File: src/rtl/i2c_arb_pkg.sv
package i2c_arb_pkg;

    // Events seen on the shared lines in one clock cycle
    typedef struct packed {
        logic scl_rise;   // first high sample of an SCL high phase
        logic bus_start;  // SDA fell while SCL high
        logic bus_stop;   // SDA rose while SCL high
    } bus_evt_t;

    typedef enum logic [1:0] {
        VERDICT_IDLE  = 2'd0,
        VERDICT_MATCH = 2'd1,
        VERDICT_LOST  = 2'd2
    } verdict_t;

    // Outcome of one bit comparison
    function automatic verdict_t judge_bit(input logic eval,
                                           input logic sent,
                                           input logic seen);
        verdict_t v;
        if (!eval)
            v = VERDICT_IDLE;
        else if (sent && !seen)
            v = VERDICT_LOST;
        else
            v = VERDICT_MATCH;
        return v;
    endfunction

    // Open-drain pull-down request
    function automatic logic pull_low(input logic active,
                                      input logic sent,
                                      input logic lost);
        return active && !sent && !lost;
    endfunction

endpackage

File: src/rtl/i2c_bus_cond.sv
module i2c_bus_cond
    import i2c_arb_pkg::*;
(
    input  logic     clk,
    input  logic     rst,
    input  logic     scl_i,
    input  logic     sda_i,
    output bus_evt_t evt_o,
    output logic     bus_free_o
);

    logic scl_q;
    logic sda_q;
    logic free_q;

    // Previous-sample registers; no reset needed, they follow the lines
    always_ff @(posedge clk) begin
        scl_q <= scl_i;
        sda_q <= sda_i;
    end

    always_comb begin
        evt_o.scl_rise  = scl_i && !scl_q;
        evt_o.bus_start = scl_i && scl_q && sda_q && !sda_i;
        evt_o.bus_stop  = scl_i && scl_q && !sda_q && sda_i;
    end

    always_ff @(posedge clk) begin
        if (rst)
            free_q <= 1'b1;
        else if (evt_o.bus_start)
            free_q <= 1'b0;
        else if (evt_o.bus_stop)
            free_q <= 1'b1;
    end

    assign bus_free_o = free_q;

    AST_START_BUSY: assert property (@(posedge clk) disable iff (rst)
        (scl_i && $past(scl_i) && $past(sda_i) && !sda_i) |=> !bus_free_o);

    AST_STOP_FREE: assert property (@(posedge clk) disable iff (rst)
        (scl_i && $past(scl_i) && !$past(sda_i) && sda_i) |=> bus_free_o);

endmodule

File: src/rtl/i2c_arb_cmp.sv
module i2c_arb_cmp
    import i2c_arb_pkg::*;
(
    input  logic     clk,
    input  logic     rst,
    input  bus_evt_t evt_i,
    input  logic     tx_active_i,
    input  logic     tx_bit_i,
    input  logic     sda_i,
    input  logic     clr_i,
    output logic     lost_o
);

    logic     lost_q;
    logic     eval;
    verdict_t verdict;

    // One evaluation per SCL high phase, only while transmitting and not lost
    assign eval    = evt_i.scl_rise && tx_active_i && !lost_q;
    assign verdict = judge_bit(eval, tx_bit_i, sda_i);

    // A detected loss takes priority over a clear in the same cycle
    always_ff @(posedge clk) begin
        if (rst)
            lost_q <= 1'b0;
        else if (verdict == VERDICT_LOST)
            lost_q <= 1'b1;
        else if (clr_i)
            lost_q <= 1'b0;
    end

    assign lost_o = lost_q;

    AST_LOSS_SETS: assert property (@(posedge clk) disable iff (rst)
        (evt_i.scl_rise && tx_active_i && tx_bit_i && !sda_i) |=> lost_o);

    AST_MATCH_KEEPS: assert property (@(posedge clk) disable iff (rst)
        (!lost_o && (!evt_i.scl_rise || !tx_active_i || (tx_bit_i == sda_i))) |=> !lost_o);

    AST_LOST_STICKY: assert property (@(posedge clk) disable iff (rst)
        (lost_o && !clr_i) |=> lost_o);

endmodule

File: src/rtl/i2c_arb_monitor.sv
module i2c_arb_monitor
    import i2c_arb_pkg::*;
(
    input  logic clk,
    input  logic rst,
    input  logic tx_active_i,
    input  logic tx_bit_i,
    input  logic sda_i,
    input  logic scl_i,
    input  logic start_req_i,
    input  logic lost_clr_i,
    output logic sda_oe_o,
    output logic arb_lost_o,
    output logic start_ok_o
);

    bus_evt_t evt;
    logic     bus_free;
    logic     lost;
    logic     clr;

    i2c_bus_cond u_cond (
        .clk        (clk),
        .rst        (rst),
        .scl_i      (scl_i),
        .sda_i      (sda_i),
        .evt_o      (evt),
        .bus_free_o (bus_free)
    );

    // A granted START also opens a fresh arbitration
    assign start_ok_o = start_req_i && bus_free;
    assign clr        = lost_clr_i || start_ok_o;

    i2c_arb_cmp u_cmp (
        .clk         (clk),
        .rst         (rst),
        .evt_i       (evt),
        .tx_active_i (tx_active_i),
        .tx_bit_i    (tx_bit_i),
        .sda_i       (sda_i),
        .clr_i       (clr),
        .lost_o      (lost)
    );

    assign arb_lost_o = lost;
    assign sda_oe_o   = pull_low(tx_active_i, tx_bit_i, lost);

    AST_ONE_EVAL: assert property (@(posedge clk) disable iff (rst)
        $rose(arb_lost_o) |-> ($past(scl_i) && !$past(scl_i, 2)));

    AST_IDLE_NO_LOSS: assert property (@(posedge clk) disable iff (rst)
        (!tx_active_i && !arb_lost_o) |=> !arb_lost_o);

endmodule

File: config.mk
export PLATFORM = sky130hd
export DESIGN_NAME = i2c_arb_monitor
export DESIGN_NICKNAME = d
export VERILOG_FILES = /design/src/rtl/i2c_arb_pkg.sv /design/src/rtl/i2c_bus_cond.sv /design/src/rtl/i2c_arb_cmp.sv /design/src/rtl/i2c_arb_monitor.sv
export SDC_FILE = /design/constraint.sdc
export NUM_CORES = 1
export LEC_CHECK = 0
export ABC_AREA = 1
export BUFFER_PORTS_ARGS = -buffer_cell sky130_fd_sc_hd__buf_2
export CORE_AREA = 2 2 39 41
export CTS_BUF_LIST = sky130_fd_sc_hd__clkbuf_2 sky130_fd_sc_hd__clkbuf_4 sky130_fd_sc_hd__clkbuf_8
export CTS_CLUSTER_DIAMETER = 80
export CTS_CLUSTER_SIZE = 8
export DETAILED_ROUTE_END_ITERATION = 12
export DIE_AREA = 0 0 41 43
export PLACE_DENSITY = 0.32
export SLEW_MARGIN = 25
export SYNTH_ARGS = -nofsm -noshare
export SYNTH_HDL_FRONTEND = slang
export SYNTH_SLANG_ARGS = --single-unit
File: constraint.sdc
create_clock -name clk -period 0.8 [get_ports clk]
set_clock_uncertainty 0.05 [all_clocks]
set_input_delay 0.12 -clock clk [delete_from_list [all_inputs] [get_ports clk]]
set_output_delay 0.12 -clock clk [all_outputs]
set_load 0.02 [all_outputs]
==> results.toml <==
[floorplanning]
die_x_um = 41
fp.dieH_um = 43
start_util = 0.113
core_area_um2 = 1380
io_pins = 11
dieArea_um2 = 1760
fp-row-count = 14

[grt]
grt_pass1_vias = 196
grt_first_pass_wirelength_um = 752
antenna_found_initial = 0
grt_max_degree = 5
grt_overflow = 0
grt_use_total = 0.0723

[worst_setup_path]
worst_setup_path_end_kind = "output port"
path_class = "flip-flop to output port"
cp_max_fo = 2
cp-start-kind = "flip-flop"
arrival_ns = 0.88
cp.required_ns = 0.63

[timing]
slew_headroom = 0.882
period_needed_ns = 1.05
max_clock_freq_ghz = 0.956
tns_ns = -0.667
postLayoutSetupSlackWorst_ns = -0.246
hold_viol_final = 0
rsz0062_at_grt = "yes"
report.final.slew_viol_count = 0
tightest_slew_ns = 0.177
fin_crit_sh = 1.31
setup_viol = 4

[placed_design]
globalplace.congestion = 0.634
hpwl_um = 333
placed_cells = 46
port_buffers = 10

[synthesis]
postSynthCellCount = 20
ys_warn_count = 0
syn-num-nets = 28
netlist_area_um2 = 156
synth_cell_types = 10
ys_seq_area_frac = 0.512
avgSynthCellArea_um2 = 7.82
synth_seq_cells = 4

[power_and_ir_drop]
switchingPower_w = 0.000131
pwr-share-comb = 0.173
p_int_w = 0.000427
p_per_area_nw_per_um2 = 1640
p_sw_frac = 0.234
power.leakage_nw = 0.159
power_frac_seq = 0.378
peakVddDrop_mv = 0.684
clkPwrFrac = 0.450

[drt]
wirelength_um = 470
drc_errors = 0
drt_iter0_drc = 1
wl_per_cell_um = 8.70
num_vias = 201
first_pass_iters = 2
final_antenna_net_count = 0
vias_per_cell = 3.72

[finish]
fin_cells = 54
drive_gt1_frac = 0.579
area_growth_pct = 118
antenna_cells = 0
finish.net_count = 48
num-fill-cells = 163

[hold_path]
worstHoldPathType = "input port to flip-flop"

[clock_tree]
htreeDepth = 1
insertion_delay_ns = 0.23
cts_tree = "built"
cts_buffer_depth = 2
cts_buffers = 3
clk_pin_slew_ns = 0.04
cts-root-buf = "clkbuf_4"
clkSinkCount = 4

[run_status]
violations = "setup timing"
status = "complete, but fails checks"

[run]
maxCapViolations = 0
## synth_stat cells
| cell | number | area [um2] |
|---|---|---|
| nor2_2 | 1 | 6.26 |
| nand3_1 | 1 | 5.00 |
| nand2_1 | 3 | 11.3 |
| dfxtp_1 | 4 | 80.1 |
| o21ai_0 | 2 | 10.0 |
| nor3_1 | 1 | 5.00 |
| a21oi_1 | 1 | 5.00 |
| inv_1 | 3 | 11.3 |
| nor2_1 | 2 | 7.51 |
| nand3b_1 | 2 | 15.0 |
## registers in the layout, indices dropped and copies added, names as in the netlist
name,count
u_cond.sda_q,1
u_cond.bus_free_o,1
u_cond.scl_q,1
u_cmp.lost_o,1
## critical path, stage by stage, from the launching register on
cell	delay (ns)
dfxtp_4	0.34
nor3_4	0.16
buf_6	0.14
## power groups by stage
stage                logic, W  clock network (W)  registers (W)
floorplan           0.0000310                  0       0.000217
global placement    0.0000621                  0       0.000217
detailed placement  0.0000638                  0       0.000217
CTS                 0.0000925           0.000267       0.000210
global route         0.000107           0.000293       0.000211
finish              0.0000965           0.000251       0.000211
## cell type report
| cell class | instances | area (um2) | area share |
|---|---|---|---|
| repair buffers | 15 | 114 | 0.335 |
| multi-input cells | 13 | 87.6 | 0.257 |
| flip-flops and latches | 4 | 85.1 | 0.250 |
| clock buffers | 3 | 22.5 | 0.0662 |
| well taps | 16 | 20.0 | 0.0588 |
| inverters | 3 | 11.3 | 0.0331 |
## kinds of logic (layout without fill, tap and decap cells)
kind of cell | Yosys count | in the layout | synth area share
compound gates | 3 | 3 | 0.0960
buf+inv | 3 | 21 | 0.0720
simple gates | 10 | 10 | 0.320
flops | 4 | 4 | 0.512
## routing by layer
metal,track usage,routed length [um],up-vias
met5,0,0,-
met4,0.0400,0,0
met3,0.0785,72,0
met2,0.0875,203,12
met1,0.0740,194,88
li1,-,-,101
## through the flow
step	total power [W]	area, um2	hold slack [ns]	worst slack (ns)	utilization
global route	0.000612	340	0.0528	-0.286	0.246
floorplan	0.000248	169	0.0977	0.00245	-
CTS	0.000570	332	0.0336	-0.264	0.240
global placement	0.000279	239	0.207	-0.00537	0.173
detailed placement	0.000280	239	0.211	-0.0282	0.173
finish	0.000558	340	0.0472	-0.246	0.246
## placed cells by master (no fill, tap or decap), types with 2 or more instances in the layout
cell	Yosys	routed
inv_1	3	2
buf_6	0	3
dlygate4sd3_1	0	3
nor2_1	2	2
nand2_1	3	2
nand3b_1	2	2
buf_2	0	7
dfxtp_1	4	2
buf_4	0	2
clkbuf_4	0	3
## final timing paths
path / endpoint / slack, ns / startpoint / cells past startpoint
worst max-delay path: sda_oe_o / -0.25 / u_cmp.lost_o$_SDFFE_PP0P_ / 2
worst min-delay path: u_cond.bus_free_o$_SDFFE_PP1P_ / 0.05 / rst / 2
worst max register to register: u_cmp.lost_o$_SDFFE_PP0P_ / -0.07 / u_cmp.lost_o$_SDFFE_PP0P_ / 4
worst min register to register: u_cond.bus_free_o$_SDFFE_PP1P_ / 0.45 / u_cond.sda_q$_DFF_P_ / 3
## what timing repair did
item,in CTS,in global routing
setup buffers,2,0
endpoints found under the setup margin,3,5
pin swaps,1,0
gates resized for setup,11,3
hold buffers,3,0
hold endpoints to repair,3,0
No activity file was read; power rests on OpenSTA's default activity.
